### config.mk
export PLATFORM = sky130hd
export DESIGN_NAME = irq_vector_ctrl
export DESIGN_NICKNAME = d
export VERILOG_FILES = /design/src/rtl/irq_vector_pkg.sv /design/src/rtl/irq_vector_decode.sv /design/src/rtl/irq_vector_datapath.sv /design/src/rtl/irq_vector_ctrl.sv
export SDC_FILE = /design/constraint.sdc
export NUM_CORES = 1
export LEC_CHECK = 0
export BUFFER_PORTS_ARGS = -buffer_cell sky130_fd_sc_hd__clkbuf_2
export CORE_UTILIZATION = 57
export CTS_BUF_LIST = sky130_fd_sc_hd__clkbuf_4 sky130_fd_sc_hd__clkbuf_8
export DETAILED_ROUTE_END_ITERATION = 16
export PLACE_DENSITY = 0.75
export REMOVE_ABC_BUFFERS = 1
export SLEW_MARGIN = 40
export SYNTH_ARGS = -nofsm -noshare
export SYNTH_HDL_FRONTEND = slang
export SYNTH_HIERARCHICAL = 1
export SYNTH_SLANG_ARGS = --single-unit
### constraint.sdc
create_clock -name clk -period 2.55 [get_ports clk]
set_clock_uncertainty 0.15 [all_clocks]
set_input_delay 0.255 -clock clk [delete_from_list [all_inputs] [get_ports clk]]
set_output_delay 0.255 -clock clk [all_outputs]
set_load 0.005 [all_outputs]
### src/rtl/irq_vector_pkg.sv
package irq_vector_pkg;
  localparam int WORD_W    = 32;
  localparam int REG_COUNT = 8;
  localparam int IDX_W     = $clog2(REG_COUNT);

  typedef struct packed {
    logic             wrStatus;
    logic             wrEnable;
    logic             ackStatus;
    logic             setEnable;
    logic             clrEnable;
    logic             wrMaster;
    logic             rdEn;
    logic             rdHit;
    logic [IDX_W-1:0] rdIdx;
  } ctl_strobe_t;
endpackage

### src/rtl/irq_vector_decode.sv
module irq_vector_decode
  import irq_vector_pkg::*;
#(
  parameter int ADDR_W = 6
) (
  input  logic              clk,
  input  logic              rst_n,
  input  logic              busValid,
  input  logic              busWrite,
  input  logic [ADDR_W-1:0] busAddr,
  output ctl_strobe_t       ctl
);
  localparam int WIDX_W = ADDR_W - 2;

  logic [WIDX_W-1:0] wordIdx;
  logic              inRange;
  logic              doWrite;

  assign wordIdx = busAddr[ADDR_W-1:2];
  assign inRange = (32'(wordIdx) < REG_COUNT);
  assign doWrite = busValid && busWrite && inRange;

  always_comb begin
    ctl           = '0;
    ctl.rdIdx     = wordIdx[IDX_W-1:0];
    ctl.rdEn      = busValid && !busWrite;
    ctl.rdHit     = inRange;
    ctl.wrStatus  = doWrite && (wordIdx[IDX_W-1:0] == 3'd0);
    ctl.wrEnable  = doWrite && (wordIdx[IDX_W-1:0] == 3'd2);
    ctl.ackStatus = doWrite && (wordIdx[IDX_W-1:0] == 3'd3);
    ctl.setEnable = doWrite && (wordIdx[IDX_W-1:0] == 3'd4);
    ctl.clrEnable = doWrite && (wordIdx[IDX_W-1:0] == 3'd5);
    ctl.wrMaster  = doWrite && (wordIdx[IDX_W-1:0] == 3'd7);
  end

  // at most one register update strobe per cycle
  a_r1_one_strobe: assert property (@(posedge clk) disable iff (!rst_n)
    $onehot0({ctl.wrStatus, ctl.wrEnable, ctl.ackStatus,
              ctl.setEnable, ctl.clrEnable, ctl.wrMaster}));

  // an out-of-range access raises no write strobe
  a_r1_oob_quiet: assert property (@(posedge clk) disable iff (!rst_n)
    (busValid && !ctl.rdHit) |->
      !(ctl.wrStatus || ctl.wrEnable || ctl.ackStatus ||
        ctl.setEnable || ctl.clrEnable || ctl.wrMaster));
endmodule

### src/rtl/irq_vector_datapath.sv
module irq_vector_datapath
  import irq_vector_pkg::*;
#(
  parameter logic [WORD_W-1:0] EDGE_MASK   = '0,
  parameter int                SYNC_STAGES = 2
) (
  input  logic              clk,
  input  logic              rst_n,
  input  ctl_strobe_t       ctl,
  input  logic [WORD_W-1:0] wdata,
  input  logic [WORD_W-1:0] srcIn,
  output logic [WORD_W-1:0] rdata,
  output logic              irqOut
);
  logic [SYNC_STAGES-1:0][WORD_W-1:0] syncQ;
  logic [WORD_W-1:0] srcSync, prevQ, risePulse;
  logic [WORD_W-1:0] statusQ, statusBase, statusNext;
  logic [WORD_W-1:0] enableQ, enableNext;
  logic [WORD_W-1:0] masterQ;
  logic [WORD_W-1:0] pending, vector;
  logic              hwEn, outEn;

  // synchroniser chain
  always_ff @(posedge clk or negedge rst_n) begin
    if (!rst_n) syncQ[0] <= '0;
    else        syncQ[0] <= srcIn;
  end

  for (genvar s = 1; s < SYNC_STAGES; s++) begin : g_sync
    always_ff @(posedge clk or negedge rst_n) begin
      if (!rst_n) syncQ[s] <= '0;
      else        syncQ[s] <= syncQ[s-1];
    end
  end

  assign srcSync   = syncQ[SYNC_STAGES-1];
  assign risePulse = srcSync & ~prevQ;
  assign hwEn      = masterQ[1];
  assign outEn     = masterQ[0];

  always_ff @(posedge clk or negedge rst_n) begin
    if (!rst_n) prevQ <= '0;
    else        prevQ <= srcSync;
  end

  // software view of the status word before capture
  always_comb begin
    if (ctl.wrStatus)       statusBase = wdata;
    else if (ctl.ackStatus) statusBase = statusQ & ~wdata;
    else                    statusBase = statusQ;
  end

  // per-line capture variant chosen by EDGE_MASK
  for (genvar i = 0; i < WORD_W; i++) begin : g_cap
    if (EDGE_MASK[i]) begin : g_edge
      assign statusNext[i] = statusBase[i] | (hwEn & risePulse[i]);
    end else begin : g_level
      assign statusNext[i] = hwEn ? srcSync[i] : statusBase[i];
    end
  end

  always_comb begin
    enableNext = enableQ;
    if (ctl.wrEnable)       enableNext = wdata;
    else if (ctl.setEnable) enableNext = enableQ | wdata;
    else if (ctl.clrEnable) enableNext = enableQ & ~wdata;
  end

  always_ff @(posedge clk or negedge rst_n) begin
    if (!rst_n) begin
      statusQ <= '0;
      enableQ <= '0;
      masterQ <= '0;
    end else begin
      statusQ <= statusNext;
      enableQ <= enableNext;
      if (ctl.wrMaster) masterQ <= wdata;
    end
  end

  assign pending = statusQ & enableQ;

  // lowest-index priority encoder
  always_comb begin
    vector = '1;
    for (int i = WORD_W - 1; i >= 0; i--) begin
      if (pending[i]) vector = WORD_W'(i);
    end
  end

  assign irqOut = outEn && hwEn && (pending != '0);

  always_ff @(posedge clk or negedge rst_n) begin
    if (!rst_n) begin
      rdata <= '0;
    end else if (ctl.rdEn) begin
      if (!ctl.rdHit) begin
        rdata <= '0;
      end else begin
        case (ctl.rdIdx)
          3'd0:    rdata <= statusQ;
          3'd1:    rdata <= pending;
          3'd2:    rdata <= enableQ;
          3'd6:    rdata <= vector;
          3'd7:    rdata <= masterQ;
          default: rdata <= '0;
        endcase
      end
    end
  end

  // vector names a pending bit with nothing pending below it
  a_r3_lowest: assert property (@(posedge clk) disable iff (!rst_n)
    (pending != '0) |->
      (pending[vector[4:0]] && ((pending & ((WORD_W'(1) << vector[4:0]) - 1)) == '0)));

  // empty pending word yields all ones
  a_r3_empty: assert property (@(posedge clk) disable iff (!rst_n)
    (pending == '0) |-> (vector == '1));

  // with capture off and no status write, status holds
  a_r7_hold: assert property (@(posedge clk) disable iff (!rst_n)
    (!hwEn && !ctl.wrStatus && !ctl.ackStatus) |=> $stable(statusQ));

  // edge-type bits only drop through software
  a_r9_sticky: assert property (@(posedge clk) disable iff (!rst_n)
    (!ctl.wrStatus && !ctl.ackStatus) |=>
      (($past(statusQ) & EDGE_MASK & ~statusQ) == '0));

  // set-enable leaves every written bit set
  a_r6_set_enable: assert property (@(posedge clk) disable iff (!rst_n)
    ctl.setEnable |=> ((enableQ & $past(wdata)) == $past(wdata)));

  // acknowledge with capture off clears the named bits
  a_r5_ack_clears: assert property (@(posedge clk) disable iff (!rst_n)
    (ctl.ackStatus && !hwEn) |=> ((statusQ & $past(wdata)) == '0));

  // output never asserts while capture is disabled
  a_r4_gated: assert property (@(posedge clk) disable iff (!rst_n)
    !hwEn |-> !irqOut);
endmodule

### src/rtl/irq_vector_ctrl.sv
module irq_vector_ctrl
  import irq_vector_pkg::*;
#(
  parameter int                ADDR_W      = 6,
  parameter logic [WORD_W-1:0] EDGE_MASK   = 32'hFFFF_0000,
  parameter int                SYNC_STAGES = 2
) (
  input  logic              clk,
  input  logic              rst_n,
  input  logic              busValid,
  input  logic              busWrite,
  input  logic [ADDR_W-1:0] busAddr,
  input  logic [31:0]       busWdata,
  output logic [31:0]       busRdata,
  input  logic [31:0]       srcIn,
  output logic              irqOut
);
  ctl_strobe_t ctl;

  irq_vector_decode #(.ADDR_W(ADDR_W)) u_decode (
    .clk      (clk),
    .rst_n    (rst_n),
    .busValid (busValid),
    .busWrite (busWrite),
    .busAddr  (busAddr),
    .ctl      (ctl)
  );

  irq_vector_datapath #(
    .EDGE_MASK   (EDGE_MASK),
    .SYNC_STAGES (SYNC_STAGES)
  ) u_datapath (
    .clk    (clk),
    .rst_n  (rst_n),
    .ctl    (ctl),
    .wdata  (busWdata),
    .srcIn  (srcIn),
    .rdata  (busRdata),
    .irqOut (irqOut)
  );
endmodule

==> run metrics <==
status complete, no violations; gr ovfl total 0; CP Max Fanout 4; largest net degree at the start of global routing 74; Sink Count 208; HPWL after DPL 14,590 um; Post-Syn Area 0.008897 mm2; placed cell area 0.009709 mm2; first-pass GRT wire length 38,160 um; largest family of logic cells by synthesized area compound AO/OA/AOI/OAI gates; Port Buffers 104; total CTS buffers 36; via count of the routed design 7,464; Detail Route Antenna Nets 0; Hold Vio Cnt, Final 0; initial antenna violation count 0; minimum clock period 2.530 ns; share of the synthesized area in the top cell type 58.50%; WP data arrival 2.13 ns; clock slew at reported path FFs 0.06 ns; # diodes 0; fraction of registers with async set or reset after synthesis 100.0%; Synth Area in Compound Gates 20.74%; DR WL/cell 19.98 um; final cell count without fillers 1,196; Yosys warning count 6; Hold WC Path Type primary input to async pin; most frequent cell after synthesis dfrtp_1; Die Ht 126.9 um; Slew Viols, Final 0; Initial Utilization 58.53%; Post-Synth Simple-Gate Area 12.68%; leading post-synthesis cells by cell area dfrtp_1 (59%), nand2_1 (6.9%), a32oi_1 (5.0%); adder-cell share of the synthesized area 0%; CP required 2.14 ns; Longest Clk Path Bufs 3; Rows 45; die width 126.9 um; Worst Setup Start Kind register; final wirelength 23,890 um; TNS Setup 0 ns; Ports 107; clock root buffer clkbuf_8; post-synthesis xor/xnor area fraction 0%; vias in the first global route 7,515; fillers 1,055; Synth-to-Final Area Change 25.43%; final setup violation count 0; Rel. slew slack 45.39%; critical path type register to primary output; Fmax achieved 395.3 MHz; CP endpoint kind primary output; DRT iter0 DRCs 711; H-tree levels 2; dominant synthesized flop cell dfrtp_1; routability cong. 0.8469; Residual DRC 0; mux cell area share after synthesis 4.050%; Syn Inst Count 813; LEAKAGE 4.993 nW; Die Area 0.01611 mm2; number of max-cap violations 0; core area 0.01520 mm2; Yosys top cell by area dfrtp_1; Slew @ Worst Pin 0.8192 ns; VDD IR-drop max 0.4817 mV; gr usage total 30.46%; final period utilization 99.22%; pwr dens 835.6 mW/mm2; Commonest cells post-synth dfrtp_1 (208), nand2_1 (163), o21ai_0 (65); Initial DRT Pass Iterations 7; Skew-Pair Late Insertion Delay 0.53 ns; layout cells sized above 1 25.99%; CTS tree built; WHS 0.1143 ns; synth unique cells 50; Post-synth EDFFs 0; Vias/cell 6.241; Syn Area/Cell 10.94 um2; fin area 0.01116 mm2; Seq/Total Area, Yosys 58.50%; nets@finish 1,060; #FFs+latches synth 208; Placed Cells 1,070
==> power breakdown <==
group / switching [mW] / internal [mW] / total (mW)
clock: 1.31 / 1.88 / 3.19
combinational: 0.916 / 0.875 / 1.79
sequential: 0.540 / 3.81 / 4.35
==> logic make-up after synthesis <==
logic type	count (synthesis)
mux	32
buf+inv	83
simple gates	249
compound gates	241
flops	208
==> worst max-delay path: stages, from the launching register on <==
cell      delay, ns
dfrtp_1        0.40
a22oi_1        0.36
nand3_1        0.16
nor4_2         0.36
a21oi_1        0.16
clkbuf_2       0.14
==> per-stage QoR <==
stage	utilization [%]	power [mW]	setup slack, ns
after global placement	63.87	5.895	0.4182
after detailed placement	63.87	6.011	0.3406
final	73.41	9.325	0.01998
after global routing	73.41	9.734	-0.06264
after floorplan	-	5.300	-3.224
after CTS	73.23	9.300	0.009968
==> cell type report <==
type | instances | area (um2) | area share [%]
sequential | 208 | 5205 | 46.64
tap | 188 | 235.2 | 2.108
timing repair buffer | 196 | 1483 | 13.29
multi-input combinational | 522 | 3387 | 30.35
clock buffer | 56 | 714.4 | 6.402
inverter | 22 | 82.58 | 0.7400
clock inverter | 4 | 52.55 | 0.4709
==> per-layer routing <==
layer  track usage (%)  part of all wire [%]  vias to the layer above
met5                 0                     0                        -
met4             11.55                   2.1                        0
met3             6.073                   7.5                       52
met2             50.48                    49                      390
met1             39.86                    42                     3701
li1                  -                     -                     3321
==> cells in the final DEF (no fill, tap or decap), types with 3 or more instances in the layout <==
master         instances
buf_12                 8
a31oi_1                4
a21oi_1               22
nand2b_1              33
nand3_1                6
a32oi_1               51
a221o_1                7
clkbuf_4               9
o21ai_0               65
dlygate4sd3_1         65
and2_1                 5
a22oi_1               10
a32o_1                33
buf_4                 19
a221oi_1               3
nand2_1              163
clkbuf_8              48
mux2_2                32
dfrtp_1              208
a221o_2               20
a22oi_2                5
inv_1                 22
nor2_1                20
a22o_1                 6
clkbuf_2             103
==> path summary, 6_finish.rpt <==
kind | end | start | cells past startpoint | slack [ns]
max | irqOut | register | 5 | 0.02
min | u_datapath/rdata[12] | rst_n | 2 | 0.11
max reg2reg | u_datapath/rdata[18] | register | 7 | 0.27
min reg2reg | u_datapath/srcSync[28] | u_datapath/syncQ[28] | 0 | 0.19
max in group asynchronous | u_datapath/syncQ[24] | rst_n | 3 | 1.36
min in group clk | u_datapath/srcSync[28] | u_datapath/syncQ[28] | 0 | 0.19
==> repair_timing <==
action | CTS | global route
gates resized for setup | 1 | 4
gates cloned | 0 | 0
pin swaps | 0 | 1
hold endpoints to repair | 185 | 0
buffers inserted | 0 | 1
endpoints found under the setup margin | 1 | 1
hold buffers | 65 | 0
Power figures use the tool's default switching activity.
